**src/rtl/cal_pkg.sv**
```systemverilog
package cal_pkg;
  localparam int unsigned ADDR_W = 8;
  localparam int unsigned DW     = 32;

  typedef enum logic [1:0] {
    ST_IDLE = 2'd0,
    ST_ARM  = 2'd1,
    ST_WIN  = 2'd2
  } seq_state_e;

  localparam logic [ADDR_W-1:0] A_CTRL     = 8'h00;
  localparam logic [ADDR_W-1:0] A_CHAN     = 8'h01;
  localparam logic [ADDR_W-1:0] A_PULSES   = 8'h02;
  localparam logic [ADDR_W-1:0] A_AMP_LO   = 8'h03;
  localparam logic [ADDR_W-1:0] A_AMP_HI   = 8'h04;
  localparam logic [ADDR_W-1:0] A_AMP_INC  = 8'h05;
  localparam logic [ADDR_W-1:0] A_RES_BASE = 8'h40;
endpackage

```
**src/rtl/cal_hitwin.sv**
```systemverilog
module cal_hitwin #(
  parameter int unsigned CHAN_W  = 7,
  parameter int unsigned WIN_CYC = 64
) (
  input  logic              clk,
  input  logic              rst_n,
  input  logic              open_i,
  input  logic              hit_valid_i,
  input  logic [CHAN_W-1:0] hit_chan_i,
  input  logic [CHAN_W-1:0] chan_sel_i,
  output logic              win_last_o,
  output logic              win_hit_o
);
  localparam int unsigned WIN_W = (WIN_CYC > 1) ? $clog2(WIN_CYC) : 1;
  localparam logic [WIN_W-1:0] LAST = WIN_W'(WIN_CYC - 1);

  logic [WIN_W-1:0] cnt_q, cnt_d;
  logic             act_q, act_d;
  logic             got_q, got_d;
  logic             match;

  assign match      = act_q && hit_valid_i && (hit_chan_i == chan_sel_i);
  assign win_last_o = act_q && (cnt_q == LAST);
  assign win_hit_o  = got_q || match;

  always_comb begin
    cnt_d = cnt_q;
    act_d = act_q;
    got_d = got_q;
    if (open_i) begin
      act_d = 1'b1;
      cnt_d = '0;
      got_d = 1'b0;
    end else if (act_q) begin
      got_d = got_q || match;
      if (cnt_q == LAST) act_d = 1'b0;
      else               cnt_d = cnt_q + 1'b1;
    end
  end

  always_ff @(posedge clk or negedge rst_n) begin
    if (!rst_n) begin
      cnt_q <= '0;
      act_q <= 1'b0;
      got_q <= 1'b0;
    end else begin
      cnt_q <= cnt_d;
      act_q <= act_d;
      got_q <= got_d;
    end
  end
endmodule

```
**src/rtl/cal_resmem.sv**
```systemverilog
module cal_resmem #(
  parameter int unsigned DEPTH = 16,
  parameter int unsigned DW    = 32
) (
  input  logic                     clk,
  input  logic                     we_i,
  input  logic [$clog2(DEPTH)-1:0] widx_i,
  input  logic [DW-1:0]            wdata_i,
  input  logic [$clog2(DEPTH)-1:0] raddr_i,
  output logic [DW-1:0]            rdata_o
);
  logic [DW-1:0] mem_q [DEPTH];

  for (genvar gi = 0; gi < DEPTH; gi++) begin : g_word
    logic wen;
    assign wen = we_i && (widx_i == ($clog2(DEPTH))'(gi));
    always_ff @(posedge clk) begin
      if (wen) mem_q[gi] <= wdata_i;
    end
  end

  assign rdata_o = mem_q[raddr_i];
endmodule

```
**src/rtl/cal_regs.sv**
```systemverilog
module cal_regs
  import cal_pkg::*;
#(
  parameter int unsigned CHAN_W = 7,
  parameter int unsigned CNT_W  = 16,
  parameter int unsigned AMP_W  = 9,
  parameter int unsigned IDX_W  = 4
) (
  input  logic              clk,
  input  logic              rst_n,
  input  logic              bus_sel,
  input  logic              bus_wr,
  input  logic [ADDR_W-1:0] bus_addr,
  input  logic [DW-1:0]     bus_wdata,
  output logic [DW-1:0]     bus_rdata,
  output logic              start_o,
  output logic [CHAN_W-1:0] chan_o,
  output logic [CNT_W-1:0]  pulses_o,
  output logic [AMP_W-1:0]  amp_lo_o,
  output logic [AMP_W-1:0]  amp_hi_o,
  output logic [AMP_W-1:0]  amp_inc_o,
  input  logic              busy_i,
  input  logic              done_i,
  output logic [IDX_W-1:0]  res_addr_o,
  input  logic [DW-1:0]     res_data_i
);
  logic [CHAN_W-1:0] chan_q, chan_d;
  logic [CNT_W-1:0]  pulses_q, pulses_d;
  logic [AMP_W-1:0]  lo_q, lo_d, hi_q, hi_d, inc_q, inc_d;
  logic [DW-1:0]     rd_q, rd_d;
  logic              wr_en, rd_en, is_res;
  logic              unused_wdata;

  assign unused_wdata = ^bus_wdata[DW-1:CNT_W];
  assign wr_en      = bus_sel && bus_wr;
  assign rd_en      = bus_sel && !bus_wr;
  assign is_res     = (bus_addr[ADDR_W-1:IDX_W] == A_RES_BASE[ADDR_W-1:IDX_W]);
  assign res_addr_o = bus_addr[IDX_W-1:0];
  assign start_o    = wr_en && (bus_addr == A_CTRL) && bus_wdata[0];

  assign chan_o    = chan_q;
  assign pulses_o  = pulses_q;
  assign amp_lo_o  = lo_q;
  assign amp_hi_o  = hi_q;
  assign amp_inc_o = inc_q;
  assign bus_rdata = rd_q;

  always_comb begin
    chan_d   = chan_q;
    pulses_d = pulses_q;
    lo_d     = lo_q;
    hi_d     = hi_q;
    inc_d    = inc_q;
    if (wr_en) begin
      case (bus_addr)
        A_CHAN:    chan_d   = bus_wdata[CHAN_W-1:0];
        A_PULSES:  pulses_d = bus_wdata[CNT_W-1:0];
        A_AMP_LO:  lo_d     = bus_wdata[AMP_W-1:0];
        A_AMP_HI:  hi_d     = bus_wdata[AMP_W-1:0];
        A_AMP_INC: inc_d    = bus_wdata[AMP_W-1:0];
        default:   ;
      endcase
    end
  end

  always_comb begin
    rd_d = '0;
    if (is_res) begin
      rd_d = res_data_i;
    end else begin
      case (bus_addr)
        A_CTRL:    rd_d = {{(DW-2){1'b0}}, done_i, busy_i};
        A_CHAN:    rd_d = DW'(chan_q);
        A_PULSES:  rd_d = DW'(pulses_q);
        A_AMP_LO:  rd_d = DW'(lo_q);
        A_AMP_HI:  rd_d = DW'(hi_q);
        A_AMP_INC: rd_d = DW'(inc_q);
        default:   rd_d = '0;
      endcase
    end
  end

  always_ff @(posedge clk or negedge rst_n) begin
    if (!rst_n) begin
      chan_q   <= '0;
      pulses_q <= '0;
      lo_q     <= '0;
      hi_q     <= '0;
      inc_q    <= '0;
      rd_q     <= '0;
    end else begin
      chan_q   <= chan_d;
      pulses_q <= pulses_d;
      lo_q     <= lo_d;
      hi_q     <= hi_d;
      inc_q    <= inc_d;
      if (rd_en) rd_q <= rd_d;
    end
  end
endmodule

```
**src/rtl/cal_seq.sv**
```systemverilog
module cal_seq
  import cal_pkg::*;
#(
  parameter int unsigned CNT_W = 16,
  parameter int unsigned AMP_W = 9,
  parameter int unsigned DEPTH = 16
) (
  input  logic                     clk,
  input  logic                     rst_n,
  input  logic                     start_i,
  input  logic                     bco_zero_i,
  input  logic [CNT_W-1:0]         pulses_i,
  input  logic [AMP_W-1:0]         amp_lo_i,
  input  logic [AMP_W-1:0]         amp_hi_i,
  input  logic [AMP_W-1:0]         amp_inc_i,
  input  logic                     win_last_i,
  input  logic                     win_hit_i,
  output logic                     strobe_o,
  output logic [AMP_W-1:0]         amp_o,
  output logic                     busy_o,
  output logic                     done_o,
  output logic                     mem_we_o,
  output logic [$clog2(DEPTH)-1:0] mem_idx_o,
  output logic [DW-1:0]            mem_wdata_o
);
  localparam int unsigned IDX_W = $clog2(DEPTH);
  localparam logic [IDX_W-1:0] LAST_IDX = IDX_W'(DEPTH - 1);

  seq_state_e       st_q, st_d;
  logic [AMP_W-1:0] amp_q, amp_d;
  logic [IDX_W-1:0] step_q, step_d;
  logic [CNT_W-1:0] pcnt_q, pcnt_d, hcnt_q, hcnt_d;
  logic             done_q, done_d;
  logic [CNT_W-1:0] hit_total;
  logic [CNT_W:0]   pcnt_inc;
  logic [AMP_W:0]   amp_next;
  logic             last_pulse, scan_end;

  assign hit_total  = hcnt_q + CNT_W'(win_hit_i);
  assign pcnt_inc   = {1'b0, pcnt_q} + (CNT_W+1)'(1);
  assign last_pulse = pcnt_inc >= {1'b0, pulses_i};
  assign amp_next   = {1'b0, amp_q} + {1'b0, amp_inc_i};
  assign scan_end   = (amp_inc_i == '0) || (amp_next > {1'b0, amp_hi_i}) || (step_q == LAST_IDX);

  assign strobe_o    = (st_q == ST_ARM) && bco_zero_i;
  assign busy_o      = (st_q != ST_IDLE);
  assign done_o      = done_q;
  assign amp_o       = amp_q;
  assign mem_idx_o   = step_q;
  assign mem_wdata_o = DW'(hit_total);

  always_comb begin
    st_d     = st_q;
    amp_d    = amp_q;
    step_d   = step_q;
    pcnt_d   = pcnt_q;
    hcnt_d   = hcnt_q;
    done_d   = done_q;
    mem_we_o = 1'b0;
    unique case (st_q)
      ST_IDLE: begin
        if (start_i) begin
          st_d   = ST_ARM;
          amp_d  = amp_lo_i;
          step_d = '0;
          pcnt_d = '0;
          hcnt_d = '0;
          done_d = 1'b0;
        end
      end
      ST_ARM: begin
        if (bco_zero_i) st_d = ST_WIN;
      end
      ST_WIN: begin
        if (win_last_i) begin
          st_d = ST_ARM;
          if (last_pulse) begin
            mem_we_o = 1'b1;
            pcnt_d   = '0;
            hcnt_d   = '0;
            if (scan_end) begin
              st_d   = ST_IDLE;
              done_d = 1'b1;
            end else begin
              amp_d  = amp_next[AMP_W-1:0];
              step_d = step_q + 1'b1;
            end
          end else begin
            pcnt_d = pcnt_inc[CNT_W-1:0];
            hcnt_d = hit_total;
          end
        end
      end
      default: st_d = ST_IDLE;
    endcase
  end

  always_ff @(posedge clk or negedge rst_n) begin
    if (!rst_n) begin
      st_q   <= ST_IDLE;
      amp_q  <= '0;
      step_q <= '0;
      pcnt_q <= '0;
      hcnt_q <= '0;
      done_q <= 1'b0;
    end else begin
      st_q   <= st_d;
      amp_q  <= amp_d;
      step_q <= step_d;
      pcnt_q <= pcnt_d;
      hcnt_q <= hcnt_d;
      done_q <= done_d;
    end
  end
endmodule

```
**src/rtl/cal_scan_engine.sv**
```systemverilog
module cal_scan_engine
  import cal_pkg::*;
#(
  parameter int unsigned BCO_W   = 8,
  parameter int unsigned CHAN_W  = 7,
  parameter int unsigned CNT_W   = 16,
  parameter int unsigned AMP_W   = 9,
  parameter int unsigned DEPTH   = 16,
  parameter int unsigned WIN_CYC = 64
) (
  input  logic              clk,
  input  logic              rst_n,
  input  logic [BCO_W-1:0]  bco_in,
  input  logic              hit_valid,
  input  logic [CHAN_W-1:0] hit_chan,
  input  logic              bus_sel,
  input  logic              bus_wr,
  input  logic [7:0]        bus_addr,
  input  logic [31:0]       bus_wdata,
  output logic [31:0]       bus_rdata,
  output logic              inj_strobe,
  output logic [AMP_W-1:0]  inj_amp,
  output logic              scan_busy,
  output logic              scan_done
);
  localparam int unsigned IDX_W = $clog2(DEPTH);

  logic              start, bco_zero, win_last, win_hit, mem_we;
  logic [CHAN_W-1:0] chan_sel;
  logic [CNT_W-1:0]  pulses;
  logic [AMP_W-1:0]  amp_lo, amp_hi, amp_inc;
  logic [IDX_W-1:0]  mem_idx, res_addr;
  logic [DW-1:0]     mem_wdata, res_data;

  assign bco_zero = (bco_in == '0);

  cal_regs #(.CHAN_W(CHAN_W), .CNT_W(CNT_W), .AMP_W(AMP_W), .IDX_W(IDX_W)) u_regs (
    .clk(clk), .rst_n(rst_n), .bus_sel(bus_sel), .bus_wr(bus_wr),
    .bus_addr(bus_addr), .bus_wdata(bus_wdata), .bus_rdata(bus_rdata),
    .start_o(start), .chan_o(chan_sel), .pulses_o(pulses),
    .amp_lo_o(amp_lo), .amp_hi_o(amp_hi), .amp_inc_o(amp_inc),
    .busy_i(scan_busy), .done_i(scan_done),
    .res_addr_o(res_addr), .res_data_i(res_data)
  );

  cal_seq #(.CNT_W(CNT_W), .AMP_W(AMP_W), .DEPTH(DEPTH)) u_seq (
    .clk(clk), .rst_n(rst_n), .start_i(start), .bco_zero_i(bco_zero),
    .pulses_i(pulses), .amp_lo_i(amp_lo), .amp_hi_i(amp_hi), .amp_inc_i(amp_inc),
    .win_last_i(win_last), .win_hit_i(win_hit),
    .strobe_o(inj_strobe), .amp_o(inj_amp), .busy_o(scan_busy), .done_o(scan_done),
    .mem_we_o(mem_we), .mem_idx_o(mem_idx), .mem_wdata_o(mem_wdata)
  );

  cal_hitwin #(.CHAN_W(CHAN_W), .WIN_CYC(WIN_CYC)) u_win (
    .clk(clk), .rst_n(rst_n), .open_i(inj_strobe),
    .hit_valid_i(hit_valid), .hit_chan_i(hit_chan), .chan_sel_i(chan_sel),
    .win_last_o(win_last), .win_hit_o(win_hit)
  );

  cal_resmem #(.DEPTH(DEPTH), .DW(DW)) u_mem (
    .clk(clk), .we_i(mem_we), .widx_i(mem_idx), .wdata_i(mem_wdata),
    .raddr_i(res_addr), .rdata_o(res_data)
  );
endmodule

```
**config.mk**
```make
export PLATFORM = sky130hd
export DESIGN_NAME = cal_scan_engine
export DESIGN_NICKNAME = d
export VERILOG_FILES = /design/src/rtl/cal_pkg.sv /design/src/rtl/cal_hitwin.sv /design/src/rtl/cal_resmem.sv /design/src/rtl/cal_regs.sv /design/src/rtl/cal_seq.sv /design/src/rtl/cal_scan_engine.sv
export SDC_FILE = /design/constraint.sdc
export NUM_CORES = 1
export LEC_CHECK = 0
export ABC_AREA = 1
export CAP_MARGIN = 20
export CORE_MARGIN = 2
export CORE_UTILIZATION = 55
export CTS_CLUSTER_DIAMETER = 150
export DETAILED_ROUTE_END_ITERATION = 8
export GPL_TIMING_DRIVEN = 0
export PLACE_DENSITY = 0.75
export SKIP_LAST_GASP = 1
export SYNTH_ARGS = -nofsm -noshare
export SYNTH_HDL_FRONTEND = slang
export SYNTH_SLANG_ARGS = --single-unit
```
**constraint.sdc**
```tcl
create_clock -name clk -period 6 [get_ports clk]
set_clock_uncertainty 0.05 [all_clocks]
set_input_delay 1.8 -clock clk [delete_from_list [all_inputs] [get_ports clk]]
set_output_delay 1.8 -clock clk [all_outputs]
set_load 0.005 [all_outputs]
```
# After elaboration in Yosys (flattened, before gate mapping)
# Memory sizes are Yosys's and may differ from the RTL's.
# Cells that the tools add are included.
# W data, S select, Z words.
# totals
ff_bits,138
ramBits,256
inputBits,60
output_inout_bits,44
word_cells,234
memories,1
# memory_table
name,words,word_bits,read_ports,rd_clocked_by_memory_dff,wr,line,rtl
u_mem.mem_q,16,16,1,0,1,cal_resmem.sv:12,logic [DW-1:0] mem_q [DEPTH];
# classes
addsub,5
magnitude_cmp,2
n_eq_ne,32
muxes,118
n_reduce_logical,61
# ops
operator,count
$mux W16,20
$reduce_or A16 Y1,15
$pmux W16 S6,1
$mux W4,19
$pmux W16 S2,2
$mux W1,60
$mux W9,4
$eq A4 B4 Y1 const B,8
$mux W32,1
$logic_and A1 B1 Y1,24
$eq A4 B3 Y1 const B,5
$mux W6,3
$pmux W9 S2,1
$add A16 B1 Y17 const B,1
$ge A17 B16 Y1,1
$add A16 B1 Y16,1
$eq A8 B2 Y1 const B,2
$eq A8 B3 Y1 const B,2
$logic_not A8 Y1,2
$reduce_and A2 Y1,6
$add A9 B9 Y10,1
$gt A10 B9 Y1,1
$reduce_and A5 Y1,2
$logic_not A9 Y1,1
21 further kinds,35

# Depth between registers and ports, before layout
# Gate-level depths: netlist of run 1.
# depth
ltp_word,24
depth_mapped,23

# Cells and area by module
# Synthesis of run 1 repeated with hierarchy kept, for this count alone.
# hier_totals
hier_cells,3248
hier_area_um2,30694.4
# by_module_without_submodules
module,instances,cells_each,area_per_inst_um2,seq_area_each_um2
cal_resmem,1,2090,22107.5,15374.7
cal_seq,1,570,4096.4,1201.2
cal_regs,1,485,3893.7,2052.0
cal_hitwin,1,96,570.5,200.2
cal_scan_engine,1,7,26.3,0.0

# Worst setup path after synthesis of run 1
# No wires, ideal clock.
# synth_path
kind,input to output
from,input bco_in[0]
to,output inj_strobe
arrival_time_ps,2353
required_time_ps,4150
setup_slack_ps,1797
cell_stages,5
n_path_buf,0
path_cell_list,nor2_1 nand2_1 nor2_1 nand3_1 inv_1
# synth_via
elab_chain_cells,2
# synth_rtl
element,line,rtl
from (decl),cal_scan_engine.sv:13,"input logic [BCO_W-1:0] bco_in,"
$logic_not A8 Y1,cal_scan_engine.sv:35,assign bco_zero = (bco_in == '0);
$logic_and A1 B1 Y1,cal_seq.sv:45,assign strobe_o = (st_q == ST_ARM) && bco_zero_i;
to (decl),cal_scan_engine.sv:21,"output logic inj_strobe,"
# No other way between the ends.

# Worst setup path after layout of run 1
# Ends and elaborated chain as after synthesis.

==> results of run 1 <==
-- metal layers --
layer	wire length, um	GRT usage [%]	vias to the layer above	part of all wire, %
li1	-	-	5852	-
met1	17840	36.12	6103	40
met2	21370	45.52	586	48
met3	3900	5.886	112	8.7
met4	1764	10.74	0	3.9
met5	0	0	-	0
-- worst max-delay path: cells and delay by family --
kind | cells | cell delay [ns]
AND/OR/NAND/NOR | 4 | 0.51
buffers and inverters | 3 | 1.25
-- flip-flops by register name (all words and copies together), names as in the netlist --
name              flops
u_seq.pcnt_q         16
u_seq.hcnt_q         16
u_win.got_q           1
u_win.cnt_q           6
u_seq.st_q            2
u_regs.pulses_o      16
u_seq.amp_o           9
u_regs.amp_hi_o       9
u_win.act_q           1
u_seq.mem_idx_o       4
u_regs.amp_lo_o       9
u_seq.done_o          1
u_mem.mem_q         256
u_regs.amp_inc_o      9
u_regs.chan_o         7
u_regs.bus_rdata     16
-- final timing paths --
path | startpoint | end | slack (ns) | depth (start not counted)
setup / recovery | bco_in[0] | inj_strobe | 0.58 | 7
hold / removal | u_win.cnt_q[5] | u_win.cnt_q[5] | 0.42 | 1
setup reg to reg | u_seq.pcnt_q[0] | u_mem.mem_q[3][13] | 1.70 | 22
hold reg to reg | u_win.cnt_q[5] | u_win.cnt_q[5] | 0.42 | 1
max in group asynchronous | rst_n | u_seq.st_q[1] | 4.09 | 2
min in group asynchronous | rst_n | u_regs.bus_rdata[5] | 1.06 | 1
-- cell families (layout without fill, tap and decap cells) --
logic type,Yosys count,in the layout
simple gates,661,661
flops,378,378
compound gates,261,261
buf+inv,231,392
fa+ha+maj,43,43
xor+xnor,31,31
mux,7,7
other cells,1,16
-- layout make-up --
| type | count | share of cell area [%] |
|---|---|---|
| flip-flops and latches | 378 | 53.69 |
| multi-input cells | 1019 | 27.58 |
| plain buffers | 74 | 2.264 |
| well taps | 396 | 2.477 |
| clock inverters | 14 | 0.7318 |
| clock buffers | 57 | 5.473 |
| inverters | 157 | 2.983 |
| repair buffers | 90 | 4.797 |
-- report_power, final --
| group | leakage, nW | switching (mW) | internal (mW) |
|---|---|---|---|
| Sequential | 4.13 | 0.0526 | 2.85 |
| Clock | 0.595 | 1.00 | 1.32 |
| Combinational | 3.57 | 0.468 | 0.231 |
-- metrics by stage --
step | setup TNS, ns | instances | util [%] | hold WS [ns] | instance area, um^2
after floorplan | 0 | 1628 | - | 0.3739 | 17270
after global placement | -212.10 | 2093 | 60.19 | 0.3947 | 18460
after detailed placement | 0 | 2109 | 61.06 | 0.4067 | 18730
after CTS | 0 | 2180 | 65.10 | 0.4237 | 19970
after global routing | 0 | 2185 | 65.23 | 0.4558 | 20000
final | 0 | 2185 | 65.23 | 0.4223 | 20000
-- cells in the mapped netlist, types with 5 or more instances --
master	instances
nand2_1	429
edfxtp_1	256
inv_1	146
dfrtp_1	122
o21ai_0	93
a22oi_1	80
nor2_1	68
nand3_1	61
ha_1	42
nand4_1	41
a21oi_1	29
buf_2	29
xor2_1	28
nor3_1	20
clkbuf_1	18
buf_4	17
o21ai_1	13
a31oi_1	12
nand2_2	12
buf_6	10
inv_2	8
o211ai_1	8
mux2_2	7
o22ai_1	7
nor2_2	5
==> results_dict.tcl, run 1 <==
set metrics [dict create \
    cts_setup_buffers 0 \
    synthTopCellsByArea "edfxtp_1 45%, dfrtp_1 18%, nand2_1 9.4%" \
    cts_hold_buf 0 \
    maxCapViolations 0 \
    critPathRequiredTime_ns 4.15 \
    synth_cell_type_count 55 \
    avgSynthCellArea_um2 10.67 \
    layout_commonest_cell "nand2_1" \
    synth-simple-area-share_pct 16.93 \
    ys_async_sr_fraction_pct 32.28 \
    dp_hpwl_um 31160 \
    cts-resized-gates 0 \
    worst_pin_slew_ns 1.023 \
    overflow 0 \
    nFillCells 2326 \
    regArea_um2 10740 \
    cpMaxStageDelayCell "clkdlybuf4s50_1" \
    clkSinkCount 378 \
    fin_nets 1863 \
    setup_slack_ns 0.5776 \
    rsz0062_at_grt "false" \
    synth_top_family_by_area "simple AND/OR/NAND/NOR gates" \
    antenna_found_initial 0 \
    clock_path_buffers 3 \
    synth_ff_type "edfxtp_1" \
    portBuffers 69 \
    grt_max_degree 98 \
    io_pins 104 \
    synth_area_um2 17220 \
    cp_max_fo 6 \
    drv_slew 0 \
    outcome "complete, no violations" \
    cp-end-kind "primary output" \
    dp_slack_ns 0.5046 \
    synth_top_area_share_pct 44.65 \
    synth_enable_flop_cells 256 \
    min-delay-path-class "register to register" \
    cts_buffers 40 \
    htree_levels 2 \
    synth_fa_ha_area_share_pct 3.169 \
    power.total_mw 5.931 \
    start_kind "input port" \
    p_per_area_nw_per_um2 296.5 \
    synth.yosys.warnings 0 \
    synth_cells 1613 \
    multi_input_comb_area_um2 5518 \
    slew_headroom_pct 31.57 \
    rows 64 \
    clock_latency_ns 0.55 \
    ctsRootBufferMaster "clkbuf_16" \
    clk_pin_slew_worst_paths_ns 0.05 \
    p_leak_nw 8.290 \
    drt-total-wl_um 44870 \
    wl_per_cell_um 20.54 \
    ir_drop_mv 0.1858 \
    cts_tree "yes" \
    drt_iter0_markers 1609 \
    layout_common_cells "429 x nand2_1, 256 x edfxtp_1, 146 x inv_1" \
    place_congestion 0.9113 \
    core-area_um2 30670 \
    synth_compound_area_share_pct 9.368 \
    vias 12653 \
    setup_viol 0 \
    path_class "input port to primary output" \
    ys_ff_latch 378 \
    post-route-period-util_pct 90.37 \
    synth_area_leader_cell "edfxtp_1" \
    layout-drive-gt1-share_pct 10.79 \
    cp_slowest_stage_delay_ns 0.56 \
    arrival_ns 3.57 \
    die-area_um2 32730 \
    die_w_um 180.9 \
    start_util_pct 56.14 \
    via_per_inst 5.791 \
    finalHoldViolCount 0 \
    diodes 0 \
    final.min_clock_period_ns 5.422 \
    grt_pass1_vias 12611 \
    worstPathCellList "clkdlybuf4s50_1 > nor2_1 > nand2_1 > nor2_1 > nand3_1 > inv_1 > clkdlybuf4s50_1" \
    grt.total_usage_pct 27.65 \
    synthXorXnorAreaFrac_pct 1.577 \
    die_y_um 180.9 \
    grt_pass1_wl_um 69570 \
    yosysSeqAreaShare_pct 62.38 \
    ant_nets 0 \
    synth.mux.area_fraction_pct 0.4578 \
    max_freq_ghz 0.1844 \
    drtPass1Iterations 5 \
    drc_errors 0 \
    areaGrowthSynthToFinish_pct 16.19 \
]
Note: power is estimated with default switching activity, not from simulation.
==> run 2: changes to the inputs <==
- ABC_AREA: 1 -> 0
==> run 2 against run 1 <==
- setup slack lost 0.21 ns
- non-clock buffer count shrank 11
- global-route usage shrank 1.6 points
- sequential cell count is the same
- critical path type unchanged
- fmax shrank 3.6%
==> results_dict.tcl, run 2 <==
set metrics [dict create \
    portBuffers 67 \
    avgSynthCellArea_um2 15.07 \
    drv_slew 0 \
    cp-end-kind "primary output" \
    synthTopCellsByArea "edfxtp_1 45%, dfrtp_1 18%, mux4_2 11%" \
    regMostFlops "u_mem.mem_q" \
    cp_max_fo 10 \
    ys_async_sr_fraction_pct 32.28 \
    synth_enable_flop_cells 256 \
    yosys-top-cells-count "256 x edfxtp_1, 122 x dfrtp_1, 88 x nand2_1, 82 x mux4_2, 44 x o21ai_0" \
    start_kind "input port" \
    rr_startpoint "u_seq.pcnt_q[0]" \
    clock_latency_ns 0.55 \
    post-route-period-util_pct 93.79 \
    cts_setup_buffers 0 \
    ctsRootBufferMaster "clkbuf_16" \
    diodes 0 \
    grt_pass1_vias 10550 \
    core-area_um2 30670 \
    dp_hpwl_um 27370 \
    max_freq_ghz 0.1777 \
    drc_errors 0 \
    overflow 0 \
    vias 10641 \
    final.min_clock_period_ns 5.627 \
    grt_pass1_wl_um 63860 \
    critPathRequiredTime_ns 4.15 \
    post-place-cells 1622 \
    layout_common_cells "256 x edfxtp_1, 122 x dfrtp_1, 88 x nand2_1" \
    r2r_end "u_mem.mem_q[5][6]" \
    clk_pin_slew_worst_paths_ns 0.05 \
    nFillCells 2129 \
    layout_commonest_cell "edfxtp_1" \
    cts_hold_buf 0 \
    slew_headroom_pct 21.15 \
    p_per_area_nw_per_um2 278.2 \
    dp_slack_ns -0.01119 \
    antenna_found_initial 0 \
    outcome "complete, no violations" \
    layout-drive-gt1-share_pct 19.65 \
    rsz0062_at_grt "false" \
    cts-resized-gates 1 \
    path_class "input port to primary output" \
    ys_ff_latch 378 \
    io_pins 104 \
    regArea_um2 10740 \
    hold_depth 2 \
    p_leak_nw 8.258 \
    rows 64 \
    die_y_um 180.5 \
    ir_drop_mv 0.2433 \
    setup_viol 0 \
    synth_cells 1137 \
    fin_nets 1381 \
    via_per_inst 6.245 \
    finalHoldViolCount 0 \
    reg2reg_depth 12 \
    synth_top_area_share_pct 44.88 \
    largest_register_ffs 256 \
    critPathLaunch "bco_in[1]" \
    areaGrowthSynthToFinish_pct 16.33 \
    drtPass1Iterations 5 \
    finalNonFillerCells 1704 \
    yosysMostFrequentCell "edfxtp_1" \
    multi_input_comb_area_um2 5924 \
    clkSinkCount 378 \
    grt.total_usage_pct 26.05 \
    synth_area_leader_cell "edfxtp_1" \
    min_to "u_regs.bus_rdata[0]" \
    synth_area_um2 17130 \
    cts_tree "yes" \
    arrival_ns 3.78 \
    place_congestion 0.8538 \
    synth.yosys.warnings 0 \
    clock_path_buffers 3 \
    min-delay-path-class "register to register" \
    cts_buffers 39 \
    wl_per_cell_um 24.77 \
    htree_levels 2 \
    yosysSeqAreaShare_pct 62.70 \
    synth_cell_type_count 69 \
    synth_ff_type "edfxtp_1" \
    ant_nets 0 \
    worst_pin_slew_ns 1.183 \
    start_util_pct 55.85 \
    drt-total-wl_um 42210 \
    die_w_um 180.5 \
    hold_start "u_regs.bus_rdata[0]" \
    setup_slack_ns 0.3726 \
    die-area_um2 32570 \
    r2r_slack_ns 0.83 \
    drt_iter0_markers 1026 \
    maxCapViolations 0 \
    grt_max_degree 63 \
]
run 2: cell types whose count changed in the layout (fill, tap and decap cells not counted), sizes merged, moves of 16 or more:
| cell | delta |
|---|---|
| nand3 | -44 |
| nand4 | -35 |
| mux4 | +82 |
| mux2i | +16 |
| a22oi | -70 |
| nor2 | -35 |
| and2 | +23 |
| inv | -115 |
| xnor2 | +21 |
| o21ai | -44 |
| mux2 | +41 |
| and3 | +16 |
| nand2 | -355 |
run 2: through the flow:
stage	utilization (%)	hold slack [ns]	setup TNS, ns	cell area (um^2)	power, mW
floorplan	-	0.4063	0	17190	2.959
global placement	59.84	0.4213	-220.68	18350	3.056
detailed placement	60.09	0.4360	-0.01119	18430	3.063
CTS	64.53	0.4482	0	19790	5.563
global route	64.98	0.4762	0	19930	5.695
finish	64.98	0.4411	0	19930	5.544
run 2: area by class of cell:
cell class,count,area share (%)
sequential,378,53.90
inverter,39,0.7346
timing repair buffer,85,4.445
clock inverter,21,1.595
multi-input combinational,667,29.73
clock buffer,50,5.205
tap,396,2.486
buffer,68,1.909
run 2: power by group:
part	total, mW	internal, mW	switching, mW
Combinational	0.223	0.0973	0.126
Clock	2.53	1.50	1.03
Sequential	2.79	2.78	0.0142
run 2: worst max path at each step:
stage | end
after floorplan | inj_strobe
after global placement | u_seq.pcnt_q[10]
after detailed placement | inj_strobe
after CTS | inj_strobe
after global routing | inj_strobe
final | inj_strobe
run 2: routing by layer:
metal	global-route usage [%]	routed length, um	share of wire (%)	vias to the layer above
met2	40.61	19920	47	583
met4	8.387	1317	3.1	0
met3	5.437	3775	8.9	97
met1	37.22	17190	41	5375
li1	-	-	-	4586
met5	0	0	0	-
run 2: worst max-delay path, stage by stage:
cell and delay [ns]:
clkdlybuf4s50_1 0.40, nor4_1 0.27, nand2_1 0.13, nor3b_2 0.55, clkdlybuf4s50_1 0.62
run 2: kinds of logic after synthesis:
kind of cell,synth area share (%)
AND/OR/NAND/NOR,7.625
flip-flops,62.70
adder cells (fa/ha/maj),3.185
AO/OA/AOI/OAI,6.114
XOR/XNOR,2.301
multiplexers,14.98
buffers and inverters,3.075
other,0.02189
